==> src/rtl/sb_pkg.sv <==
`timescale 1ns/1ps
package sb_pkg;
  typedef enum logic [1:0] {
    FU_ALU  = 2'd0,
    FU_FADD = 2'd1,
    FU_MUL  = 2'd2,
    FU_DIV  = 2'd3
  } fu_e;

  localparam int NUM_FU = 4;

  function automatic int max_of4(input int a, input int b, input int c, input int d);
    int m;
    m = a;
    if (b > m) m = b;
    if (c > m) m = c;
    if (d > m) m = d;
    return m;
  endfunction

  // a register takes part in hazard tracking unless it is integer zero
  function automatic logic is_tracked(input logic fp, input logic [7:0] num);
    return fp || (num != 8'd0);
  endfunction
endpackage

==> src/rtl/sb_unit_busy.sv <==
`timescale 1ns/1ps
module sb_unit_busy #(
  parameter int II = 1
) (
  input  logic clk,
  input  logic rst_n,
  input  logic start,
  output logic free
);
  localparam int CW = (II > 1) ? $clog2(II) : 1;

  logic [CW-1:0] left_q;

  always_ff @(posedge clk) begin
    if (!rst_n) begin
      left_q <= '0;
    end else if (start) begin
      left_q <= CW'(II - 1);
    end else if (left_q != '0) begin
      left_q <= left_q - 1'b1;
    end
  end

  assign free = (left_q == '0);
endmodule

==> src/rtl/sb_wport_timeline.sv <==
`timescale 1ns/1ps
module sb_wport_timeline #(
  parameter int DEPTH = 19,
  parameter int LW    = 5
) (
  input  logic          clk,
  input  logic          rst_n,
  input  logic [LW-1:0] q_lat,
  input  logic          book,
  output logic          busy_at
);
  // slot_q[k] set: the write port is taken k+1 cycles from now
  logic [DEPTH-1:0] slot_q, slot_d;

  assign busy_at = slot_q[q_lat];

  always_comb begin
    for (int k = 0; k < DEPTH; k++) begin
      slot_d[k] = ((k + 1 < DEPTH) ? slot_q[(k + 1) % DEPTH] : 1'b0)
                | (book && (q_lat != '0) && ((int'(q_lat) - 1) == k));
    end
  end

  always_ff @(posedge clk) begin
    if (!rst_n) slot_q <= '0;
    else        slot_q <= slot_d;
  end
endmodule

==> src/rtl/sb_reg_timer.sv <==
`timescale 1ns/1ps
module sb_reg_timer #(
  parameter int TAGW = 6,
  parameter int LW   = 5
) (
  input  logic            clk,
  input  logic            rst_n,
  input  logic            set_en,
  input  logic [TAGW-1:0] set_tag,
  input  logic [LW-1:0]   set_val,
  input  logic [TAGW-1:0] qa_tag,
  input  logic [TAGW-1:0] qb_tag,
  input  logic [TAGW-1:0] qd_tag,
  output logic [LW-1:0]   rem_a,
  output logic [LW-1:0]   rem_b,
  output logic [LW-1:0]   rem_d
);
  localparam int NENT = 1 << TAGW;

  // cycles until each register's pending result can be consumed
  logic [LW-1:0] rem_q [NENT];

  always_ff @(posedge clk) begin
    for (int i = 0; i < NENT; i++) begin
      if (!rst_n) begin
        rem_q[i] <= '0;
      end else if (set_en && (set_tag == TAGW'(i))) begin
        rem_q[i] <= set_val;
      end else if (rem_q[i] != '0) begin
        rem_q[i] <= rem_q[i] - 1'b1;
      end
    end
  end

  assign rem_a = rem_q[qa_tag];
  assign rem_b = rem_q[qb_tag];
  assign rem_d = rem_q[qd_tag];
endmodule

==> src/rtl/sb_issue_scoreboard.sv <==
`timescale 1ns/1ps
module sb_issue_scoreboard
  import sb_pkg::*;
#(
  parameter int REG_AW  = 5,
  parameter int LAT_ALU = 0,
  parameter int LAT_FADD = 1,
  parameter int LAT_MUL = 4,
  parameter int LAT_DIV = 18,
  parameter int II_ALU  = 1,
  parameter int II_FADD = 1,
  parameter int II_MUL  = 1,
  parameter int II_DIV  = 19
) (
  input  logic              clk,
  input  logic              rst_n,
  input  logic              id_valid,
  input  logic [1:0]        id_unit,
  input  logic              id_wr_en,
  input  logic              id_wr_fp,
  input  logic [REG_AW-1:0] id_wr_reg,
  input  logic              id_ra_en,
  input  logic              id_ra_fp,
  input  logic [REG_AW-1:0] id_ra_reg,
  input  logic              id_rb_en,
  input  logic              id_rb_fp,
  input  logic [REG_AW-1:0] id_rb_reg,
  output logic              id_stall,
  output logic              id_issue,
  output logic              hz_unit,
  output logic              hz_port,
  output logic              hz_raw,
  output logic              hz_waw
);
  localparam int MAX_LAT = max_of4(LAT_ALU, LAT_FADD, LAT_MUL, LAT_DIV);
  localparam int LW      = $clog2(MAX_LAT + 2);
  localparam int TAGW    = REG_AW + 1;

  function automatic logic [LW-1:0] lat_of(input logic [1:0] u);
    case (fu_e'(u))
      FU_ALU:  return LW'(LAT_ALU);
      FU_FADD: return LW'(LAT_FADD);
      FU_MUL:  return LW'(LAT_MUL);
      default: return LW'(LAT_DIV);
    endcase
  endfunction

  function automatic logic trk(input logic fp, input logic [REG_AW-1:0] num);
    return is_tracked(fp, 8'(num));
  endfunction

  // named internal events
  logic [LW-1:0]     op_lat;
  logic [TAGW-1:0]   tag_d, tag_a, tag_b;
  logic [LW-1:0]     rem_a, rem_b, rem_d;
  logic              dst_tracked;
  logic              src_a_wait, src_b_wait;
  logic              slot_taken;
  logic [NUM_FU-1:0] fu_free, fu_start;
  logic              rec_en, book_en;

  assign op_lat      = lat_of(id_unit);
  assign tag_d       = {id_wr_fp, id_wr_reg};
  assign tag_a       = {id_ra_fp, id_ra_reg};
  assign tag_b       = {id_rb_fp, id_rb_reg};
  assign dst_tracked = id_wr_en && trk(id_wr_fp, id_wr_reg);
  assign src_a_wait  = id_ra_en && trk(id_ra_fp, id_ra_reg) && (rem_a != '0);
  assign src_b_wait  = id_rb_en && trk(id_rb_fp, id_rb_reg) && (rem_b != '0);

  assign hz_unit  = id_valid && !fu_free[id_unit];
  assign hz_port  = id_valid && id_wr_en && slot_taken;
  assign hz_raw   = id_valid && (src_a_wait || src_b_wait);
  assign hz_waw   = id_valid && dst_tracked && (rem_d > op_lat);
  assign id_stall = hz_unit || hz_port || hz_raw || hz_waw;
  assign id_issue = id_valid && !id_stall;

  assign rec_en  = id_issue && dst_tracked;
  assign book_en = id_issue && id_wr_en;

  for (genvar g = 0; g < NUM_FU; g++) begin : g_fu
    localparam int IIG = (g == 0) ? II_ALU : (g == 1) ? II_FADD :
                         (g == 2) ? II_MUL : II_DIV;
    assign fu_start[g] = id_issue && (id_unit == 2'(g));
    sb_unit_busy #(.II(IIG)) u_busy (
      .clk   (clk),
      .rst_n (rst_n),
      .start (fu_start[g]),
      .free  (fu_free[g])
    );
  end

  sb_wport_timeline #(.DEPTH(MAX_LAT + 1), .LW(LW)) u_port (
    .clk     (clk),
    .rst_n   (rst_n),
    .q_lat   (op_lat),
    .book    (book_en),
    .busy_at (slot_taken)
  );

  sb_reg_timer #(.TAGW(TAGW), .LW(LW)) u_regs (
    .clk     (clk),
    .rst_n   (rst_n),
    .set_en  (rec_en),
    .set_tag (tag_d),
    .set_val (op_lat),
    .qa_tag  (tag_a),
    .qb_tag  (tag_b),
    .qd_tag  (tag_d),
    .rem_a   (rem_a),
    .rem_b   (rem_b),
    .rem_d   (rem_d)
  );
endmodule

==> config.mk <==
export PLATFORM = sky130hd
export DESIGN_NAME = sb_issue_scoreboard
export DESIGN_NICKNAME = d
export VERILOG_FILES = /design/src/rtl/sb_pkg.sv /design/src/rtl/sb_unit_busy.sv /design/src/rtl/sb_wport_timeline.sv /design/src/rtl/sb_reg_timer.sv /design/src/rtl/sb_issue_scoreboard.sv
export SDC_FILE = /design/constraint.sdc
export NUM_CORES = 1
export LEC_CHECK = 0
export BUFFER_PORTS_ARGS = -buffer_cell sky130_fd_sc_hd__buf_4
export CAP_MARGIN = 20
export CORE_MARGIN = 5
export CORE_UTILIZATION = 46
export CTS_CLUSTER_DIAMETER = 30
export DETAILED_ROUTE_END_ITERATION = 10
export PLACE_DENSITY = 0.65
export SYNTH_ARGS = -nofsm -noshare
export SYNTH_HDL_FRONTEND = slang
export SYNTH_HIERARCHICAL = 1
export SYNTH_SLANG_ARGS = --single-unit
==> constraint.sdc <==
create_clock -name clk -period 4.92 [get_ports clk]
set_clock_uncertainty 0.15 [all_clocks]
set_input_delay 0.492 -clock clk [delete_from_list [all_inputs] [get_ports clk]]
set_output_delay 0.492 -clock clk [all_outputs]
set_load 0.01 [all_outputs]
==> impl_summary.txt, run 1 <==
----------------------------------------------------
[Outcome]
  Status ... finished clean

[STA]
  Max-slew headroom at the worst pin ... 0.352
  Final Cycle Share ... 0.972
  Achievable frequency ... ~210 MHz
  Actual slew at the worst max-slew pin ... around 970 ps
  Final critical delay including setup and external delays ... 4780 ps
  Max-slew violation total from the final report ... 0
  Setup slack after layout ... around 140 ps
  Final worst hold slack ... ~190 ps
  Number of hold violations in the final report ... 0
  Final count of negative-setup-slack endpoints ... 0

[Pwr]
  Worst-case vdd ir drop ... 0.358 mV
  Total internal power ... between 10000 and 15000 µW
  Leakage power of the design ... between 0.01 and 0.015 µW
  Final Total Pwr ... 20200 µW
  Proportion of power drawn by combinational gates ... 0.359
  Reg power frac ... 0.354
  Clock network fraction of total power ... 0.286
  Switching power as a share of total power ... 0.374
  Net Switching ... 7540 µW
  P per Cell Area ... around 620 nW/µm²

[Drt]
  DR vias/cell ... about 6.6
  DRT Pass-1 Iters ... 6
  Total via count after detailed routing ... between 20000 and 25000
  Iteration-0 DRC Markers ... 3395
  Total Routed Length ... between 90000 and 100000 µm
  DR WL/cell ... roughly 26 µm
  ANT nets after route ... 0
  # DRC ... 0

[Floorplanning]
  Width of the chip ... 253 µm
  Starting utilization of the core area ... 0.462
  Die ar. ... ~64000 µm²
  I/O pin cnt ... 32
  Placement Rows ... a little under 90
  Area of the core ... about 60000 µm²
  Die boundary height ... about 250 µm

[Setup path]
  Launching instance or port of the critical path ... u_regs/rem_q[55][0]
  Cell with the most instances on the worst path ... sky130_fd_sc_hd__o21ai_0
  Worst flop-to-flop path startpoint ... u_regs/rem_q[55][0]
  Worst R2R Setup Slack ... 140 ps
  Critical Path RT ... slightly above 5000 ps
  Kind of end point of the critical path ... flop
  Crit path launch type ... flop
  Worst path slowest cell ... sky130_fd_sc_hd__mux4_2
  Worst Path Class, Setup ... flop to flop
  Maximum fanout along the worst path ... 16
  Largest stage delay on the critical path ... roughly 500 ps
  Buffer and inverter count on the worst path ... 3
  Cell family contributing the most delay on the critical path ... compound AO/OA/AOI/OAI gates
  Worst Path Arrival ... 4950 ps
  Ordered cell list for the critical path ... mux4_2 > nand2_1 > o21ai_0 > a221oi_2 > buf_4 > o21ai_0 > or4_1 > o21a_1 > a32o_2 > nor3_2 > buf_4 > nand3b_1 > buf_4 > o21a_1 > o21ai_0 > o21ai_0

[Placement]
  Final HPWL DP ... a little under 70000 µm
  I/O Buffers ... 31
  Cell total after placement ... 3474
  Routability congestion estimate ... roughly 1
  Placed Instance Area ... 29300 µm²
  Pre-CTS WS ... -328 ps

[CTS]
  Clock-pin slew on the worst setup and hold paths ... roughly 50 ps
  Clock Root Buffer ... sky130_fd_sc_hd__clkbuf_16
  CTS tree ... built
  Number of buffers added by the clock tree synthesis step ... between 80 and 90
  Resized Gates After CTS ... 0
  Number of setup buffers added after CTS ... 0
  CTS Hold Bufs ... 0
  Number of buffers on the longest clock path ... 3
  Max H-tree Level ... 3
  Skew-Pair Late Insertion Delay ... ~640 ps
  CTS Sinks ... ~350

[Final layout]
  Post-route cell area ... ~32000 µm²
  Fillcell total ... 4898
  Net total in the final layout ... 2887
  Post-Layout Cell Count ... 3639
  Area growth from synthesis to layout ... 19.1%
  Sequential cell area in the final layout ... about 10000 µm²
  Total area of multi-input combinational cells ... 15800 µm²
  Fraction of layout instances using a drive strength above 1 ... 0.224

[Hold path]
  HP Start ... id_valid
  Worst min-delay path category ... input port to flop

[GRT]
  Initial antenna violation count ... 2
  Vias in the first global route ... approximately 23000
  Gr ovfl total ... 0
  Largest net degree at the start of global routing ... 65
  First-pass GRT wire length ... between 100000 and 150000 µm
  Total routing usage reported by global routing ... 0.292

[Job]
  Max-cap violations ... 0

[Synthesis]
  Synthesized cell area ... approximately 27000 µm²
  Average size of a mapped cell ... a little over 10 µm²
  Number of warnings issued by yosys ... 6
  Cell count after synthesis ... 2622

----------------------------------------------------
[path summary, 6_finish.rpt]
check	to	depth (start not counted)
worst max-delay path	u_regs/rem_q[44][3]	16
worst min-delay path	g_fu[3].u_busy/left_q[1]	4
worst max register to register	u_regs/rem_q[44][3]	16
worst min register to register	u_port/slot_q[7]	1
[tightest hold or removal path, cell delays in order]
cell and delay [ps]:
sky130_fd_sc_hd__buf_4 130, sky130_fd_sc_hd__nand2_1 70, sky130_fd_sc_hd__nor4b_2 60, sky130_fd_sc_hd__o21a_1 170
[stage by stage]
step           TNS, ps  utilization
2_1_floorplan        0            -
3_3_place_gp    -28070        0.499
3_5_place_dp    -71680        0.499
4_1_cts              0        0.549
5_1_grt          -19.3        0.550
6_report             0        0.550
[sequential cells by signal (all words and copies together), names as in the netlist]
register	cells
g_fu.u_busy/left_q	8
u_port/slot_q	19
u_regs/rem_q	320
[cell type report]
type,instances,area share
well taps,773,0.0299
diodes,1,0.0000775
clock inverters,61,0.0189
repair buffers,222,0.0583
inverters,146,0.0170
flip-flops and latches,347,0.314
multi-input cells,1986,0.488
clock buffers,103,0.0732
[power by group through the flow]
stage / Sequential, µW / Clock [µW] / Combinational (µW)
finish: 7140 / 5770 / 7250
floorplan: 6160 / 0 / 5280
global route: 7230 / 6000 / 7820
detailed placement: 7080 / 0 / 6980
CTS: 7030 / 5840 / 7070
global placement: 6990 / 0 / 6750
[layout by cell type, fill, tap and decap left out, drive strengths merged, types with 29 or more instances in the layout]
| cell | count |
|---|---|
| buf | 222 |
| clkinv | 36 |
| o21a | 62 |
| ha | 69 |
| a32o | 64 |
| mux2i | 43 |
| clkbuf | 103 |
| inv | 150 |
| nand2 | 428 |
| nor2b | 38 |
| o21ai | 345 |
| mux2 | 29 |
| a21oi | 31 |
| nor2 | 235 |
| nor3 | 78 |
| mux4 | 236 |
| xnor2 | 131 |
| edfxtp | 320 |
[routing by layer]
metal / vias to the layer above / part of all wire / GRT usage
met2: 1600 / 0.45 / 0.448
met1: 11900 / 0.37 / 0.382
met4: 2 / 0.058 / 0.148
li1: 10300 / - / -
met3: 357 / 0.12 / 0.0826
met5: - / 0.00012 / 0
Note: power is estimated with default switching activity, not from simulation.
==> run 2, diff against run 1 <==
CELL_PAD_IN_SITES_DETAIL_PLACEMENT = 1   (was unset)
CELL_PAD_IN_SITES_GLOBAL_PLACEMENT = 2   (was unset)
CORE_UTILIZATION = 39   (was 46)
MAX_ROUTING_LAYER = met4   (was unset)
PLACE_DENSITY = 0.78   (was 0.65)
==> impl_summary.txt, run 2 (synthesis gave the netlist of run 1 again) <==
----------------------------------------------------
[CTS]
  Number of buffers on the longest clock path ... 3
  Number of buffers added by the clock tree synthesis step ... 103
  Clock Root Buffer ... sky130_fd_sc_hd__clkbuf_16
  Skew-Pair Late Insertion Delay ... roughly 660 ps
  Clock-pin slew on the worst setup and hold paths ... around 40 ps
  CTS Sinks ... roughly 350
  Max H-tree Level ... 3
  CTS tree ... built

[Placement]
  Placed Instance Area ... around 30000 µm²
  Routability congestion estimate ... just under 1
  I/O Buffers ... 31
  Final HPWL DP ... around 80000 µm

[Final layout]
  Most common cell after layout, fill and taps aside ... sky130_fd_sc_hd__nand2_1
  Commonest non-fill, non-tap cells in the layout ... sky130_fd_sc_hd__nand2_1 (428), sky130_fd_sc_hd__o21ai_0 (331), sky130_fd_sc_hd__edfxtp_1 (320), sky130_fd_sc_hd__buf_4 (282), sky130_fd_sc_hd__mux4_2 (222)
  Area growth from synthesis to layout ... 24.8%
  Registers with the most flip-flops ... u_regs/rem_q (320), u_port/slot_q (19), g_fu.u_busy/left_q (8)
  Max FFs per register ... 320
  Largest register by flop count ... u_regs/rem_q
  Fraction of layout instances using a drive strength above 1 ... 0.253
  Fillcell total ... 7431
  Net total in the final layout ... around 3000
  Post-route cell area ... around 34000 µm²

[Floorplanning]
  I/O pin cnt ... 32
  Die boundary height ... ~270 µm
  Starting utilization of the core area ... 0.394
  Width of the chip ... 274 µm
  Placement Rows ... 96
  Die ar. ... about 75000 µm²
  Area of the core ... between 60000 and 70000 µm²

[Pwr]
  Total internal power ... 13900 µW
  Switching power as a share of total power ... 0.367
  Proportion of power drawn by combinational gates ... 0.367
  Reg power frac ... 0.318
  Leakage power of the design ... 0.0126 µW
  Net Switching ... between 8000 and 9000 µW
  Clock network fraction of total power ... 0.316
  P per Cell Area ... roughly 650 nW/µm²
  Worst-case vdd ir drop ... between 0.3 and 0.4 mV

[Drt]
  DR vias/cell ... 6.29
  Total Routed Length ... between 100000 and 150000 µm
  DRT Pass-1 Iters ... 7
  Total via count after detailed routing ... between 20000 and 25000
  ANT nets after route ... 0
  Iteration-0 DRC Markers ... between 2000 and 2500
  DR WL/cell ... between 20 and 30 µm
  # DRC ... 0

[STA]
  Achievable frequency ... between 200 and 250 MHz
  Max-slew violation total from the final report ... 0
  Number of hold violations in the final report ... 0
  Final worst hold slack ... a little under 200 ps
  Actual slew at the worst max-slew pin ... roughly 1200 ps
  Max-slew headroom at the worst pin ... 0.217
  Final Cycle Share ... 0.998
  Final count of negative-setup-slack endpoints ... 0
  Final critical delay including setup and external delays ... a little under 5000 ps

[Setup path]
  Worst Path Class, Setup ... flop to primary output
  Worst R2R Setup Slack ... 90 ps
  Worst Path Arrival ... ~4300 ps
  Worst flop-to-flop path startpoint ... u_regs/rem_q[52][2]
  Maximum fanout along the worst path ... 5
  Reg-to-Reg End ... u_regs/rem_q[5][1]
  Crit path launch type ... flop
  Critical Path RT ... about 4300 ps
  Cell count of the worst reg-to-reg path ... 15
  Kind of end point of the critical path ... primary output
  Launching instance or port of the critical path ... u_regs/rem_q[36][4]

[GRT]
  Largest net degree at the start of global routing ... 79
  Vias in the first global route ... about 26000
  Initial antenna violation count ... 1
  Total routing usage reported by global routing ... 0.299
  Gr ovfl total ... 0
  First-pass GRT wire length ... 165000 µm

[Hold path]
  WHS Path Cells ... 4
  Worst min-delay path category ... input port to flop
  HP Start ... id_valid
  Hold path endpoint ... g_fu[3].u_busy/left_q[1]

[Outcome]
  Status ... finished clean

[Job]
  Max-cap violations ... 0

----------------------------------------------------
-- run 2: routing by layer --
metal	global-route usage	part of all wire	vias up
li1	-	-	10500
met1	0.365	0.39	12700
met2	0.482	0.48	1109
met3	0.0589	0.077	321
met4	0.136	0.054	0
met5	-	0	-
-- run 2: final cells by class --
class	count	area [µm²]	area share
Sequential cell	347	10100	0.300
Inverter	146	551	0.0163
Tap cell	931	1160	0.0344
Clock buffer	132	2800	0.0827
Timing Repair Buffer	302	2510	0.0741
Clock inverter	61	820	0.0242
Multi-Input combinational cell	1986	15800	0.468
Antenna cell	1	2.50	0.0000739
-- run 2: critical path, stage by stage, from the launching register on --
cell and delay [ps]:
sky130_fd_sc_hd__edfxtp_1 470, sky130_fd_sc_hd__mux4_2 550, sky130_fd_sc_hd__a22oi_1 290, sky130_fd_sc_hd__a31oi_1 210
sky130_fd_sc_hd__a21oi_1 260, sky130_fd_sc_hd__a21oi_1 120, sky130_fd_sc_hd__ha_1 350, sky130_fd_sc_hd__and4b_1 280
sky130_fd_sc_hd__and2_1 200, sky130_fd_sc_hd__or3b_4 450, sky130_fd_sc_hd__buf_4 170, sky130_fd_sc_hd__nor4b_4 120
sky130_fd_sc_hd__buf_4 160
-- run 2: how the worst max path moves through the flow --
stage,to,cells after the start
5_1_grt,id_issue,12
6_report,id_issue,12
4_1_cts,u_regs/rem_q[5][1],16
3_5_place_dp,u_regs/rem_q[14][2],16
2_1_floorplan,u_regs/rem_q[7][0],21
3_3_place_gp,u_regs/rem_q[10][0],16
-- run 2: timing repair --
item	CTS	global route
pin swaps	0	5
setup endpoints to repair	45	271
resized for setup	5	23
hold buffers	0	0
setup buffers	0	9
-- run 2: metrics by stage --
step / util / instances / setup TNS, ps / total power, µW / worst slack [ps]
after floorplan: - / 2630 / 0 / 11400 / 70.0
after global placement: 0.436 / 3703 / -201040 / 14200 / -554
after detailed placement: 0.436 / 3703 / -202720 / 14700 / -542
after CTS: 0.489 / 3896 / 0 / 21800 / 31.2
after global routing: 0.492 / 3906 / -15.6 / 23000 / -12.2
final: 0.492 / 3906 / 0 / 22000 / 9.57
-- run 2: power groups by stage --
stage	Combinational [µW]	Sequential [µW]	Clock (µW)
finish	8050	6970	6930
global route	8670	7090	7210
CTS	7880	6910	7020
detailed placement	7760	6930	0
global placement	7410	6810	0
floorplan	5280	6160	0
